### config.mk
export PLATFORM = sky130hd
export DESIGN_NAME = bmseq_top
export DESIGN_NICKNAME = d
export VERILOG_FILES = /design/src/rtl/bmseq_pkg.sv /design/src/rtl/bmseq_plan.sv /design/src/rtl/bmseq_ctrl.sv /design/src/rtl/bmseq_gather.sv /design/src/rtl/bmseq_top.sv
export SDC_FILE = /design/constraint.sdc
export NUM_CORES = 1
export LEC_CHECK = 0
export ABC_CLOCK_PERIOD_IN_PS = 1800
export BUFFER_PORTS_ARGS = -buffer_cell sky130_fd_sc_hd__buf_2
export CORE_MARGIN = 2
export CORE_UTILIZATION = 45
export DETAILED_ROUTE_END_ITERATION = 10
export PLACE_DENSITY = 0.77
export SYNTH_ARGS = -nofsm -noshare
export SYNTH_HDL_FRONTEND = slang
export SYNTH_SLANG_ARGS = --single-unit
### constraint.sdc
create_clock -name clk -period 1.8 [get_ports clk]
set_input_delay 0.45 -clock clk [delete_from_list [all_inputs] [get_ports clk]]
set_output_delay 0.45 -clock clk [all_outputs]
set_load 0.01 [all_outputs]
### src/rtl/bmseq_pkg.sv
package bmseq_pkg;

   typedef enum logic [1:0] {
      SEQ_IDLE = 2'd0,
      SEQ_WORD = 2'd1,
      SEQ_RESP = 2'd2
   } seq_state_e;

   localparam int unsigned LANES      = 4;
   localparam int unsigned HALF_LANES = 2;

endpackage

### src/rtl/bmseq_plan.sv
module bmseq_plan
   import bmseq_pkg::*;
(
   input  logic [LANES-1:0] mask,
   output logic [1:0]       need
);

   for (genvar h = 0; h < 2; h++) begin : g_half
      assign need[h] = |mask[h*HALF_LANES +: HALF_LANES];
   end

endmodule

### src/rtl/bmseq_ctrl.sv
module bmseq_ctrl
   import bmseq_pkg::*;
(
   input  logic       clk,
   input  logic       rst_n,
   input  logic       req_valid,
   input  logic [1:0] need_in,
   input  logic       bus_ack,
   output logic       req_ready,
   output logic       accept,
   output logic       cur_hi,
   output logic       bus_req,
   output logic       word_done,
   output logic       resp_valid
);

   seq_state_e state_q;
   logic [1:0] need_q;

   assign req_ready  = (state_q == SEQ_IDLE);
   assign accept     = req_ready && req_valid;
   assign bus_req    = (state_q == SEQ_WORD);
   assign word_done  = bus_req && bus_ack;
   assign resp_valid = (state_q == SEQ_RESP);

   always_ff @(posedge clk or negedge rst_n) begin
      if (!rst_n) begin
         state_q <= SEQ_IDLE;
         cur_hi  <= 1'b0;
         need_q  <= 2'b00;
      end else begin
         case (state_q)
            SEQ_IDLE: begin
               if (req_valid) begin
                  need_q <= need_in;
                  if (need_in == 2'b00) begin
                     state_q <= SEQ_RESP;
                  end else begin
                     state_q <= SEQ_WORD;
                     cur_hi  <= ~need_in[0];
                  end
               end
            end
            SEQ_WORD: begin
               if (bus_ack) begin
                  if (!cur_hi && need_q[1]) begin
                     cur_hi <= 1'b1;
                  end else begin
                     state_q <= SEQ_RESP;
                  end
               end
            end
            default: state_q <= SEQ_IDLE;
         endcase
      end
   end

endmodule

### src/rtl/bmseq_gather.sv
module bmseq_gather
   import bmseq_pkg::*;
#(
   parameter int unsigned WORD_W    = 16,
   parameter bit          ZERO_FILL = 1'b1
) (
   input  logic                clk,
   input  logic                rst_n,
   input  logic                clear,
   input  logic                capture,
   input  logic                cur_hi,
   input  logic [1:0]          half_mask,
   input  logic [WORD_W-1:0]   bus_rdata,
   output logic [2*WORD_W-1:0] rdata
);

   localparam int unsigned BYTE_W = WORD_W / 2;

   logic [1:0] lane_en;

   if (ZERO_FILL) begin : g_zero_fill
      assign lane_en = half_mask;
   end else begin : g_raw_fill
      assign lane_en = 2'b11;
   end

   always_ff @(posedge clk or negedge rst_n) begin
      if (!rst_n) begin
         rdata <= '0;
      end else if (clear) begin
         rdata <= '0;
      end else if (capture) begin
         for (int b = 0; b < HALF_LANES; b++) begin
            if (lane_en[b]) begin
               rdata[(32'(cur_hi) * HALF_LANES + b) * BYTE_W +: BYTE_W] <=
                  bus_rdata[b*BYTE_W +: BYTE_W];
            end
         end
      end
   end

endmodule

### src/rtl/bmseq_top.sv
module bmseq_top
   import bmseq_pkg::*;
#(
   parameter int unsigned ADDR_W    = 28,
   parameter int unsigned WORD_W    = 16,
   parameter bit          ZERO_FILL = 1'b1
) (
   input  logic                clk,
   input  logic                rst_n,
   input  logic                req_valid,
   output logic                req_ready,
   input  logic [ADDR_W-1:0]   req_lwaddr,
   input  logic [3:0]          req_mask,
   input  logic                req_write,
   input  logic [2*WORD_W-1:0] req_wdata,
   output logic                resp_valid,
   output logic [2*WORD_W-1:0] resp_rdata,
   output logic                bus_req,
   input  logic                bus_ack,
   output logic [ADDR_W:0]     bus_waddr,
   output logic                bus_write,
   output logic [1:0]          bus_bsel,
   output logic [WORD_W-1:0]   bus_wdata,
   input  logic [WORD_W-1:0]   bus_rdata
);

   localparam int unsigned LW_W = 2 * WORD_W;

   if (WORD_W < 2 || (WORD_W % 2) != 0) begin : g_bad_word
      $error("bmseq_top: WORD_W must be even and at least 2");
   end
   if (ADDR_W < 1) begin : g_bad_addr
      $error("bmseq_top: ADDR_W must be at least 1");
   end

   logic [1:0]        need_in;
   logic              accept;
   logic              cur_hi;
   logic              word_done;
   logic [ADDR_W-1:0] addr_q;
   logic [3:0]        mask_q;
   logic              wr_q;
   logic [LW_W-1:0]   wdata_q;
   logic [1:0]        half_mask;

   bmseq_plan u_plan (
      .mask (req_mask),
      .need (need_in)
   );

   bmseq_ctrl u_ctrl (
      .clk        (clk),
      .rst_n      (rst_n),
      .req_valid  (req_valid),
      .need_in    (need_in),
      .bus_ack    (bus_ack),
      .req_ready  (req_ready),
      .accept     (accept),
      .cur_hi     (cur_hi),
      .bus_req    (bus_req),
      .word_done  (word_done),
      .resp_valid (resp_valid)
   );

   always_ff @(posedge clk or negedge rst_n) begin
      if (!rst_n) begin
         addr_q  <= '0;
         mask_q  <= '0;
         wr_q    <= 1'b0;
         wdata_q <= '0;
      end else if (accept) begin
         addr_q  <= req_lwaddr;
         mask_q  <= req_mask;
         wr_q    <= req_write;
         wdata_q <= req_wdata;
      end
   end

   assign half_mask = cur_hi ? mask_q[3:2] : mask_q[1:0];
   assign bus_waddr = {addr_q, cur_hi};
   assign bus_write = wr_q;
   assign bus_bsel  = half_mask;
   assign bus_wdata = cur_hi ? wdata_q[LW_W-1:WORD_W] : wdata_q[WORD_W-1:0];

   bmseq_gather #(
      .WORD_W    (WORD_W),
      .ZERO_FILL (ZERO_FILL)
   ) u_gather (
      .clk       (clk),
      .rst_n     (rst_n),
      .clear     (accept),
      .capture   (word_done && !wr_q),
      .cur_hi    (cur_hi),
      .half_mask (half_mask),
      .bus_rdata (bus_rdata),
      .rdata     (resp_rdata)
   );

endmodule

* After elaboration in Yosys (flattened, before gate mapping)
Cells that the tools add are included.
Storage, ports and cells: bits in registers 102, bits in latches 0, bits in writable memories 0, ROM bits 0, memories 0
Operators by class: add/subtract/negate cells 3, $mul 0, divide/modulo/power cells 0, magnitude comparators 0, equality and inequality tests 7, shift-type cells 4, multiplexer cells 20, bitwise gates (word level) 1, reductions and logical operators 15
Operators by type and width (number):
- 32-bit 2-to-1 mux | 6
- 8-bit by 34-bit variable shift with 32-bit output, first input constant | 2
- 8-bit by 34-bit indexed part select with 32-bit output | 2
- 32-bit bitwise mux | 2
- 32-bit negator with 34-bit output | 1
- 5-bit negator with 34-bit output | 1
- 16-bit 2-to-1 mux | 1
- 2-bit 2-to-1 mux | 5
- 2-bit inequality test, second input constant | 5
- 5-bit AND reduction | 1
- 1-bit logical AND | 4
- 2-bit logical NOT | 2
- 1-bit 2-to-1 mux | 4
- 2-bit case mux with 2 select lines | 1
- 2-bit nonzero test | 2
- 2-bit OR reduction | 2
- 2-bit by 1-bit adder with 3-bit output, second input constant | 1
- 3-bit AND reduction | 1
- 2-bit by 1-bit equality test with 1-bit output, second input constant | 1
- 2-bit equality test, second input constant | 1
- 1-bit logical NOT | 2
- 1-bit case mux with 2 select lines | 1
- 2-bit AND reduction | 1
- 1-bit NOT | 1

* Logic depth before layout (Yosys ltp)
depth in word-level cells 10, mapped depth 5, mapped depth without buffers 3

* Modules after synthesis
From an unflattened synthesis, not the netlist that was laid out.
Unflattened totals: cells, all modules 311, area, all modules 4635.7 um^2
Modules (own cells, without submodules):
- bmseq_top | times used 1, cells each 159, area an instance 2857.7 um^2, sequential area each 1626.6 um^2
- bmseq_gather | times used 1, cells each 126, area an instance 1521.5 um^2, sequential area each 800.8 um^2
- bmseq_ctrl | times used 1, cells each 24, area an instance 244.0 um^2, sequential area each 100.1 um^2
- bmseq_plan | times used 1, cells each 2, area an instance 12.5 um^2, sequential area each 0.0 um^2

* Worst setup path after synthesis
OpenSTA, ideal clock, no wires.
kind register to output, start register u_ctrl.cur_hi, end output port bus_wdata[0], arrival time 1150 ps, required time 1350 ps, slack 200 ps, cell stages (with the launch flop) 3, path buffers 1, cell sequence dfrtp_1 -> buf_1 -> mux2_2
Between the ends: longest elaborated chain between the ends 1
Ends and longest elaborated chain:
- start, declared | line bmseq_ctrl.sv:11 | output logic cur_hi,
- start signal, assigned | line bmseq_ctrl.sv:40 | cur_hi <= ~need_in[0];
- 16-bit 2-to-1 mux | line bmseq_top.sv:83 | assign bus_wdata = cur_hi ? wdata_q[LW_W-1:WORD_W] : wdata_q[WORD_W-1:0];
- end, declared | line bmseq_top.sv:23 | output logic [WORD_W-1:0] bus_wdata,
No other way between the ends.

* Worst setup path in the final report
start register u_ctrl.cur_hi, end output port bus_wdata[4]
Same word-level chain as after synthesis.

==> results.yml <==
worst_setup_path:
  r2r_start: "u_ctrl.state_q[1]"
  worstPathArrival_ns: 1.40
  worst-setup-path-type: "reg -> out"
  rrSetupSlack_ns: 0.12
  worst_setup_path_start_kind: "flop"
  crit_path_max_fanout: 8
  r2r_end: "u_gather.rdata[14]"
  critPathCaptureType: "output pin"
  required_ns: 1.35
  worst-r2r-cell-count: 4
synth:
  yosysSeqAreaShare_pct: 58.0
  synth.area.top_cells: "dfrtp_1 (58%), mux2_2 (25%), mux2_4 (5.5%), nor2b_1 (4.7%), buf_4 (1.2%)"
  synth_warnings: 0
  synth_edf_count: 0
  yosys.area.top_type: "dfrtp_1"
  synthArstFlopShare_pct: 100
  synth.distinct_cells: 26
  ys.flop_type: "dfrtp_1"
  ys_seq_elements: 101
  netlist_instances: 294
  yosysTopAreaCellShare_pct: 58.0
  syn_avg_cell_area_sq_um: 14.8
  netlist_area_sq_um: 4360
  syn_nets: 379
timing:
  tightest_slew_ns: 0.545
  period_minus_slack_ns: 1.85
  rsz0062_at_grt: "true"
  slew_violations: 0
  hold_viol_final: 0
  setup_slack_ns: -0.0513
  period_share_pct: 103
  slew_headroom_pct: 63.7
  max_freq_mhz: 540
  setup_tns_ns: -0.667
  fin_worst_skew_ns: 0.0131
  setup_viol: 16
  holdWs_ns: 0.0679
grt:
  grtUsageTotal_pct: 17.5
  first_global_vias: 2929
  antenna_found_initial: 1
  grt_pass1_wl_microns: 14100
  grt_max_degree: 59
  grt_overflow: 0
cells_and_area:
  instances_no_fill: 606
  drive_above_1_share_pct: 66.4
  final_core_util_pct: 61.9
  final_cell_area_sq_um: 5780
  nNetsFinal: 556
  multi_input_area_sq_um: 1800
  syn_to_final_growth_pct: 32.5
  fill_cells: 746
  seqCellArea_sq_um: 2530
routing:
  drcViolationCount: 0
  vias: 2922
  drtIter0Drc: 67
  wirelength_microns: 9220
  wire_per_inst_microns: 15.2
  antenna_left: 0
  avgViaCountPerCell: 4.82
  dr.pass1.iters: 4
cts:
  cts_max_path_buffers: 2
  clkSlewWorstSetupHoldPaths_ns: 0.10
  cts_num_sinks: 101
  cts-root-buf: "clkbuf_8"
  h-tree-depth: 3
  cts_inserted_buffers: 9
  clock_latency_ns: 0.35
  cts_tree: "done"
flow_run:
  maxCapViolCount: 0
power:
  vdd_ir_drop_max_mv: 0.879
  total_power_mw: 9.53
  power_density_nw_per_um2: 1650
  leakagePower_nw: 2.95
status:
  status: "finished, violations left"
  violations: "negative setup slack"
floorplanning:
  start_util_pct: 46.7
  rows: 35
  core_area_sq_um: 9330
  fp.dieH_microns: 102
  ios: 168
  die_area_sq_um: 10500
  die_w_microns: 102
placement:
  dp_hpwl_microns: 6410
  port_buffers: 167
  placed_cells: 585
  place_ws_ns: 0.0108
  gp_congestion: 0.835
  post_dp_cell_area_sq_um: 5380
min_path:
  min_path_type: "in -> async"
-- state kept, by name, summed over array words and instances (netlist names) --
| name | flops |
|---|---|
| u_ctrl.state_q | 2 |
| addr_q | 28 |
| bus_write | 1 |
| u_ctrl.cur_hi | 1 |
| mask_q | 4 |
| wdata_q | 32 |
| u_ctrl.need_q | 1 |
| u_gather.rdata | 32 |
-- worst max-delay path by stage --
stage,from,end,slack [ns],cells after the start
6_report,u_ctrl.cur_hi,bus_wdata[4],-0.05,3
5_1_grt,u_ctrl.cur_hi,bus_wdata[4],-0.10,3
4_1_cts,u_ctrl.cur_hi,bus_wdata[12],-0.08,3
3_5_place_dp,bus_ack,u_gather.rdata[4],0.01,4
3_3_place_gp,bus_ack,u_gather.rdata[1],0.02,4
2_1_floorplan,u_ctrl.cur_hi,bus_wdata[0],0.20,2
-- cells in the mapped netlist, drive strengths merged (2+ instances only) --
cell / count
o21ai: 4
nor4: 2
and2b: 2
nand2: 4
a21oi: 2
nor2: 6
nor2b: 33
mux2: 111
inv: 2
nand2b: 2
or3: 2
clkbuf: 4
dfrtp: 101
buf: 12
-- repair_timing --
| action | CTS | global route |
|---|---|---|
| hold buffers | 0 | 0 |
| resized for setup | 39 | 4 |
| endpoints found under the setup margin | 17 | 28 |
| cloned | 1 | 0 |
| setup buffers | 2 | 1 |
-- placed cells by master, fill, tap and decap left out, drive strengths merged, types with 3 or more instances in the layout --
cell	synthesis	final
o21ai	4	4
nand2	4	4
inv	2	3
clkbuf	4	12
mux2	111	111
nor2	6	6
nor2b	33	33
dfrtp	101	101
buf	12	182
-- layer usage --
layer	global-route usage (%)	vias up	routed length (microns)
met5	0	-	0
met4	6.15	0	134
met3	4.31	11	602
met2	29.2	107	4600
met1	22.2	1434	3880
li1	-	1370	-
-- where the power goes --
group	internal, mW	switching (mW)	leakage, nW
registers	3.22	0.493	1.25
logic	2.65	1.84	1.62
clock network	0.551	0.772	0.0832
total	6.42	3.11	2.95
-- worst max-delay path, stage by stage (launching register included) --
cell     delay (ns)
dfrtp_2        0.46
buf_8          0.16
mux2_4         0.30
buf_6          0.12
-- area by class of cell --
cell class | count | area share, %
clock inverter | 4 | 0.563
tap | 129 | 2.79
antenna | 1 | 0.0433
inverter | 2 | 0.130
sequential | 101 | 43.8
clock buffer | 12 | 2.51
multi-input combinational | 175 | 31.1
timing repair buffer | 182 | 19.1
-- cells by family after synthesis --
kind of cell / Yosys count / share of synthesized area [%]
flip-flops: 101 / 58.0
AO/OA/AOI/OAI: 10 / 1.49
multiplexers: 111 / 30.0
AND/OR/NAND/NOR: 54 / 7.95
buffers and inverters: 18 / 2.55
Note: power is estimated with default switching activity, not from simulation.
